==> config.mk <==
export PLATFORM = sky130hd
export DESIGN_NAME = i2c_cmd_master
export DESIGN_NICKNAME = d
export VERILOG_FILES = /design/src/rtl/i2cm_pkg.sv /design/src/rtl/i2cm_brg.sv /design/src/rtl/i2cm_busmon.sv /design/src/rtl/i2c_cmd_master.sv
export SDC_FILE = /design/constraint.sdc
export NUM_CORES = 1
export LEC_CHECK = 0
export ABC_AREA = 0
export BUFFER_PORTS_ARGS = -buffer_cell sky130_fd_sc_hd__clkbuf_2
export CAP_MARGIN = 20
export CORE_MARGIN = 4
export CORE_UTILIZATION = 59
export DETAILED_ROUTE_END_ITERATION = 7
export HOLD_SLACK_MARGIN = 0.05
export PLACE_DENSITY_LB_ADDON = 0.05
export SYNTH_ARGS = -nofsm -noshare
export SYNTH_HDL_FRONTEND = slang
export SYNTH_SLANG_ARGS = --single-unit
==> constraint.sdc <==
create_clock -name clk -period 4.2 [get_ports clk]
set_input_delay 0.21 -clock clk [delete_from_list [all_inputs] [get_ports clk]]
set_output_delay 0.21 -clock clk [all_outputs]
set_load 0.01 [all_outputs]
==> src/rtl/i2cm_pkg.sv <==
package i2cm_pkg;
    typedef enum logic [2:0] {
        SEQ_IDLE,
        SEQ_START,
        SEQ_RS_SDA,
        SEQ_RS_SCL,
        SEQ_STOP_LO,
        SEQ_STOP_SCL,
        SEQ_BIT_LO,
        SEQ_BIT_HI
    } seq_e;

    typedef enum logic [1:0] {
        OP_TX,
        OP_RX,
        OP_ACK
    } op_e;
endpackage

==> src/rtl/i2cm_brg.sv <==
module i2cm_brg #(
    parameter int W = 7
) (
    input  logic         clk,
    input  logic         rst_n,
    input  logic         run,
    input  logic [W-1:0] reload,
    output logic         tick
);
    logic [W-1:0] cnt_d, cnt_q;

    always_comb begin
        tick = run && (cnt_q == '0);
        if (!run || tick) cnt_d = reload;
        else              cnt_d = cnt_q - 1'b1;
    end

    always_ff @(posedge clk or negedge rst_n) begin
        if (!rst_n) cnt_q <= '0;
        else        cnt_q <= cnt_d;
    end
endmodule

==> src/rtl/i2cm_busmon.sv <==
module i2cm_busmon (
    input  logic clk,
    input  logic rst_n,
    input  logic enable,
    input  logic scl_in,
    input  logic sda_in,
    output logic start_seen,
    output logic stop_seen
);
    typedef struct packed {
        logic scl_prev;
        logic sda_prev;
        logic s_flag;
        logic p_flag;
    } mon_t;

    mon_t d, q;
    logic fall_hi, rise_hi;

    always_comb begin
        d          = q;
        d.scl_prev = scl_in;
        d.sda_prev = sda_in;
        fall_hi    = q.scl_prev && scl_in && q.sda_prev && !sda_in;
        rise_hi    = q.scl_prev && scl_in && !q.sda_prev && sda_in;
        if (!enable) begin
            d.s_flag = 1'b0;
            d.p_flag = 1'b0;
        end else if (fall_hi) begin
            d.s_flag = 1'b1;
            d.p_flag = 1'b0;
        end else if (rise_hi) begin
            d.s_flag = 1'b0;
            d.p_flag = 1'b1;
        end
    end

    always_ff @(posedge clk or negedge rst_n) begin
        if (!rst_n) q <= '{scl_prev: 1'b1, sda_prev: 1'b1, s_flag: 1'b0, p_flag: 1'b0};
        else        q <= d;
    end

    assign start_seen = q.s_flag;
    assign stop_seen  = q.p_flag;
endmodule

==> src/rtl/i2c_cmd_master.sv <==
module i2c_cmd_master
    import i2cm_pkg::*;
#(
    parameter int DATA_W = 8,
    parameter int BRG_W  = 7
) (
    input  logic              clk,
    input  logic              rst_n,
    input  logic              enable,
    input  logic [BRG_W-1:0]  brg_reload,
    input  logic              cmd_start,
    input  logic              cmd_rstart,
    input  logic              cmd_stop,
    input  logic              cmd_rcv,
    input  logic              cmd_ack,
    input  logic              ack_nack,
    input  logic              buf_wr,
    input  logic [DATA_W-1:0] buf_wdata,
    input  logic              flag_clr,
    input  logic              scl_in,
    input  logic              sda_in,
    output logic              scl_oe,
    output logic              sda_oe,
    output logic [DATA_W-1:0] buf_rdata,
    output logic              busy,
    output logic              start_seen,
    output logic              stop_seen,
    output logic              ack_stat,
    output logic              irq,
    output logic              wcol,
    output logic              bcol
);
    localparam int BW = $clog2(DATA_W + 2);
    localparam logic [BW-1:0] LAST_DATA = BW'(DATA_W - 1);
    localparam logic [BW-1:0] ACK_SLOT  = BW'(DATA_W);

    typedef struct packed {
        seq_e              state;
        op_e               op;
        logic [DATA_W-1:0] shift;
        logic [BW-1:0]     bitn;
        logic              scl_low;
        logic              sda_low;
        logic [DATA_W-1:0] rd_data;
        logic              ack_stat;
        logic              irq;
        logic              wcol;
        logic              bcol;
    } ctrl_t;

    ctrl_t d, q;
    logic tick, run, cmd_any, last_slot;
    logic [BW-1:0] next_bit;

    assign run = enable && (q.state != SEQ_IDLE);

    i2cm_brg #(.W(BRG_W)) brg_i (
        .clk    (clk),
        .rst_n  (rst_n),
        .run    (run),
        .reload (brg_reload),
        .tick   (tick)
    );

    i2cm_busmon mon_i (
        .clk        (clk),
        .rst_n      (rst_n),
        .enable     (enable),
        .scl_in     (scl_in),
        .sda_in     (sda_in),
        .start_seen (start_seen),
        .stop_seen  (stop_seen)
    );

    always_comb begin
        d         = q;
        cmd_any   = cmd_start | cmd_rstart | cmd_stop | cmd_rcv | cmd_ack | buf_wr;
        next_bit  = q.bitn + 1'b1;
        last_slot = ((q.op == OP_TX) && (q.bitn == ACK_SLOT)) ||
                    ((q.op == OP_RX) && (q.bitn == LAST_DATA)) ||
                    (q.op == OP_ACK);
        if (flag_clr) begin
            d.irq  = 1'b0;
            d.wcol = 1'b0;
            d.bcol = 1'b0;
        end
        if (!enable) begin
            d.state   = SEQ_IDLE;
            d.scl_low = 1'b0;
            d.sda_low = 1'b0;
        end else if (q.state != SEQ_IDLE) begin
            if (cmd_any) d.wcol = 1'b1;
            if (tick) begin
                case (q.state)
                    SEQ_START: begin
                        d.scl_low = 1'b1;
                        d.irq     = 1'b1;
                        d.state   = SEQ_IDLE;
                    end
                    SEQ_RS_SDA: begin
                        d.scl_low = 1'b0;
                        d.state   = SEQ_RS_SCL;
                    end
                    SEQ_RS_SCL: begin
                        d.sda_low = 1'b1;
                        d.state   = SEQ_START;
                    end
                    SEQ_STOP_LO: begin
                        d.scl_low = 1'b0;
                        d.state   = SEQ_STOP_SCL;
                    end
                    SEQ_STOP_SCL: begin
                        d.sda_low = 1'b0;
                        d.irq     = 1'b1;
                        d.state   = SEQ_IDLE;
                    end
                    SEQ_BIT_LO: begin
                        d.scl_low = 1'b0;
                        d.state   = SEQ_BIT_HI;
                    end
                    SEQ_BIT_HI: begin
                        if ((q.op == OP_TX) && (q.bitn < ACK_SLOT) && !q.sda_low && !sda_in) begin
                            d.bcol    = 1'b1;
                            d.scl_low = 1'b1;
                            d.sda_low = 1'b0;
                            d.state   = SEQ_IDLE;
                        end else begin
                            d.scl_low = 1'b1;
                            d.shift   = {q.shift[DATA_W-2:0], sda_in};
                            d.bitn    = next_bit;
                            if (last_slot) begin
                                d.state   = SEQ_IDLE;
                                d.irq     = 1'b1;
                                d.sda_low = 1'b0;
                                if (q.op == OP_TX) d.ack_stat = sda_in;
                                if (q.op == OP_RX) d.rd_data  = {q.shift[DATA_W-2:0], sda_in};
                            end else begin
                                d.state   = SEQ_BIT_LO;
                                d.sda_low = (q.op == OP_TX) && (next_bit < ACK_SLOT) &&
                                            !q.shift[DATA_W-2];
                            end
                        end
                    end
                    default: d.state = SEQ_IDLE;
                endcase
            end
        end else if (cmd_any) begin
            d.bitn = '0;
            if (cmd_start) begin
                if (start_seen) begin
                    d.wcol = 1'b1;
                end else begin
                    d.state   = SEQ_START;
                    d.sda_low = 1'b1;
                end
            end else if (cmd_rstart) begin
                d.state   = SEQ_RS_SDA;
                d.sda_low = 1'b0;
            end else if (cmd_stop) begin
                d.state   = SEQ_STOP_LO;
                d.sda_low = 1'b1;
            end else if (cmd_rcv) begin
                d.state   = SEQ_BIT_LO;
                d.op      = OP_RX;
                d.sda_low = 1'b0;
            end else if (cmd_ack) begin
                d.state   = SEQ_BIT_LO;
                d.op      = OP_ACK;
                d.sda_low = !ack_nack;
            end else begin
                d.state   = SEQ_BIT_LO;
                d.op      = OP_TX;
                d.shift   = buf_wdata;
                d.sda_low = !buf_wdata[DATA_W-1];
            end
        end
    end

    always_ff @(posedge clk or negedge rst_n) begin
        if (!rst_n) begin
            q <= '{state: SEQ_IDLE, op: OP_TX, default: '0};
        end else begin
            q <= d;
        end
    end

    assign scl_oe    = q.scl_low;
    assign sda_oe    = q.sda_low;
    assign buf_rdata = q.rd_data;
    assign busy      = (q.state != SEQ_IDLE);
    assign ack_stat  = q.ack_stat;
    assign irq       = q.irq;
    assign wcol      = q.wcol;
    assign bcol      = q.bcol;
endmodule

==> results by group <==
Timing
  – Fin. Hold Viols: 0
  – Crit path time final: 2367 ps
  – Slew Viols, Final: 0
  – RSZ-0062 raised after global routing: false
  – Achievable Freq: 0.4225 GHz
  – Setup Skew: 4.019 ps
  – Max_slew headroom: 0.5280
  – Setup WS post-layout: 1833 ps
  – Period utilization: 0.5635
  – Final-report setup violation count: 0
  – Hold slack: 89.76 ps
  – Worst Tran Pin Value: 705.2 ps
  – Fin Setup TNS: 0 ps

Yosys
  – Sequential share of the synthesized area: 0.4595
  – Yosys reg bits: 41
  – Largest area contributor in the netlist: dfrtp_1
  – Netlist Area Pre-Place: 2238 µm²
  – Ys Warns: 0
  – Yosys top cell area share: 0.4360
  – Yosys cell types: 49
  – Area contributors post-synth: dfrtp_1, mux2_2, o21ai_0, nand2_1, a22o_1
  – Number of enable flip-flop cells after synthesis: 0
  – Avg Inst Size Synth: 10.51 µm²
  – Async SR Flop Fraction: 1.000
  – Syn Nets: 245
  – Ys flop type: dfrtp_1
  – Post-synthesis cell count: 213

Detailed routing
  – DRC: 0
  – Initial DRC Count: 80
  – Top routing layer in use: met4
  – DR pass1 iterations: 4
  – Routed WL: 4725 µm
  – Met2 routed WL: 2291 µm
  – Via count: 1735
  – Via density: 5.764
  – DRT antenna net count: 0
  – DRT met1 WL: 2108 µm
  – WL/cell: 15.70 µm
  – DR WL met3: 245 µm

Clock network
  – Clock buffer depth: 2
  – CTS sink cnt: 41
  – CTS root buf: clkbuf_8
  – CTS resizes: 0
  – Htree depth: 2
  – Clock latency on the worst-skew pair: 290 ps
  – CTS tree: built
  – TritonCTS Buffers: 5
  – Reg clk slew, reported paths: 80 ps

Outcome
  – Status: completed

Placement
  – RD Place Congestion: 0.9440
  – Pre-CTS WS: 1821 ps
  – Hpwl dp: 3535 µm
  – IO Port Bufs: 44
  – Dpl cells: 290

Die
  – # rows: 22
  – Die Width: 69.60 µm
  – Die ar.: 4843 µm²
  – Core Box Area: 3661 µm²
  – Die height: 69.60 µm
  – IO Pins: 45
  – Starting density of the core: 0.6114

Global route
  – Initial antenna violation count: 0
  – First-pass GRT wire length: 8424 µm
  – Number of global-route vias before repair: 1773
  – Largest net degree at the start of global routing: 42
  – Gr usage total: 0.2157
  – Total grt overflow: 0

Worst hold path
  – Worst Hold Path EP: mon_i.q[2]
  – Hold Crit Start: sda_in
  – Worst hold path class: in2reg
  – Hold path depth: 1

Worst setup path
  – Arr. time, crit path: 2550 ps
  – Setup CP Type: reg2reg
  – CP endpoint kind: flip-flop
  – Register-to-register setup slack: 1830 ps
  – CP required: 4380 ps
  – Worst-path fanout max: 8
  – FF-to-FF End: buf_rdata[5]
  – FF-to-FF Start: brg_i.cnt_q[0]
  – Cell count of the worst reg-to-reg path: 6
  – Startpoint types: flip-flop

Run
  – MaxCap Viol Count: 0

Power
  – Leakage power total: 1.202 nW
  – Worst vdd ir: 371.0 µV
  – Power per Cell Area: 450.4 nW/µm²

Cells and area
  – Area Growth Syn to Fin: 14.09%
  – Finished Layout Cells: 301
  – Final nets: 284
  – Layout cell share with drive strength beyond 1: 0.3123
  – Diodes inserted: 0
-- metal layers --
metal	vias up	track usage
li1	839	-
met1	833	0.2943
met2	55	0.3422
met3	8	0.04493
met4	0	0.07375
met5	-	0
-- how the worst max path moves through the flow --
stage / cells past startpoint / from / endpoint / slack (ps)
after floorplan: 6 / brg_i.cnt_q[0] / buf_rdata[0] / 2180
after global placement: 6 / brg_i.cnt_q[0] / buf_rdata[2] / 1930
after detailed placement: 6 / brg_i.cnt_q[0] / buf_rdata[5] / 1820
after CTS: 6 / brg_i.cnt_q[0] / buf_rdata[5] / 1820
after global routing: 6 / brg_i.cnt_q[0] / buf_rdata[7] / 1650
final: 6 / brg_i.cnt_q[0] / buf_rdata[5] / 1830
-- critical path, cell delays in order, from the launching register on --
cell	delay (ps)
dfrtp_1	400
inv_1	90
ha_1	150
nor4b_4	270
nand2_1	270
nor4_4	670
mux2_2	410
-- placed cells by master, fill, tap and decap left out, drive strengths merged, types with 2 or more instances in the layout --
cell	instances
nor2b	2
inv	12
dlygate4sd3	2
a21oi	10
dfstp	2
clkbuf	51
xnor2	3
dfrtp	39
nand2b	2
nand2	18
nor2	9
nand3	8
o21ai	18
and2	2
ha	4
a22o	7
nor4b	3
nor3	7
o2bb2ai	5
or3	2
o22ai	2
a31oi	3
mux2	18
and3	2
xor2	4
a32o	2
-- per-stage QoR --
step	cell area, µm²	util	power [W]
4_1_cts	2516	0.6873	0.001148
5_1_grt	2554	0.6975	0.001231
2_1_floorplan	2238	-	0.0007993
6_report	2554	0.6975	0.001150
3_3_place_gp	2421	0.6613	0.0008854
3_5_place_dp	2421	0.6613	0.0008986
-- state kept, by name, summed over array words and instances (netlist names) --
register          flops
mon_i.q               2
mon_i.stop_seen       1
wcol                  1
irq                   1
ack_stat              1
mon_i.start_seen      1
scl_oe                1
q                    16
sda_oe                1
buf_rdata             8
brg_i.cnt_q           7
bcol                  1
-- logic make-up after synthesis --
family,Yosys count,synth area share
AOI/OAI and AO/OA,54,0.1677
xor gates and xnor gates,7,0.02739
adders and majority gates,4,0.02236
buffers and inverters,27,0.06372
DFF,41,0.4595
muxes,19,0.09502
and+or+nand+nor,61,0.1643
-- Yosys cell counts, drive strengths merged, types with 5 or more instances --
master	instances
dfrtp	39
mux2	18
nand2	18
o21ai	18
buf	12
inv	12
a21oi	10
nor2	9
nand3	8
a22o	7
nor3	7
o2bb2ai	5
-- layout make-up --
type	instances	area (µm²)
Tap cell	48	60.06
Inverter	12	45.04
Fill cell	292	1107
Clock buffer	7	76.32
Clock inverter	1	8.758
Sequential cell	41	1028
Multi-Input combinational cell	145	1067
Timing Repair Buffer	47	267.8
-- power breakdown --
| group | total (W) | internal [W] | switching [W] | leakage, nW |
|---|---|---|---|---|
| clock | 0.000253 | 0.000119 | 0.000134 | 0.0424 |
| combinational | 0.000367 | 0.000169 | 0.000198 | 0.617 |
| sequential | 0.000530 | 0.000459 | 0.0000715 | 0.542 |
| total | 0.00115 | 0.000747 | 0.000403 | 1.20 |
-- repair_timing --
action | in CTS | in global routing
setup buffers | 0 | 0
hold endpoints to repair | 1 | 15
hold buffers | 1 | 1
No activity file was read; power rests on OpenSTA's default activity.
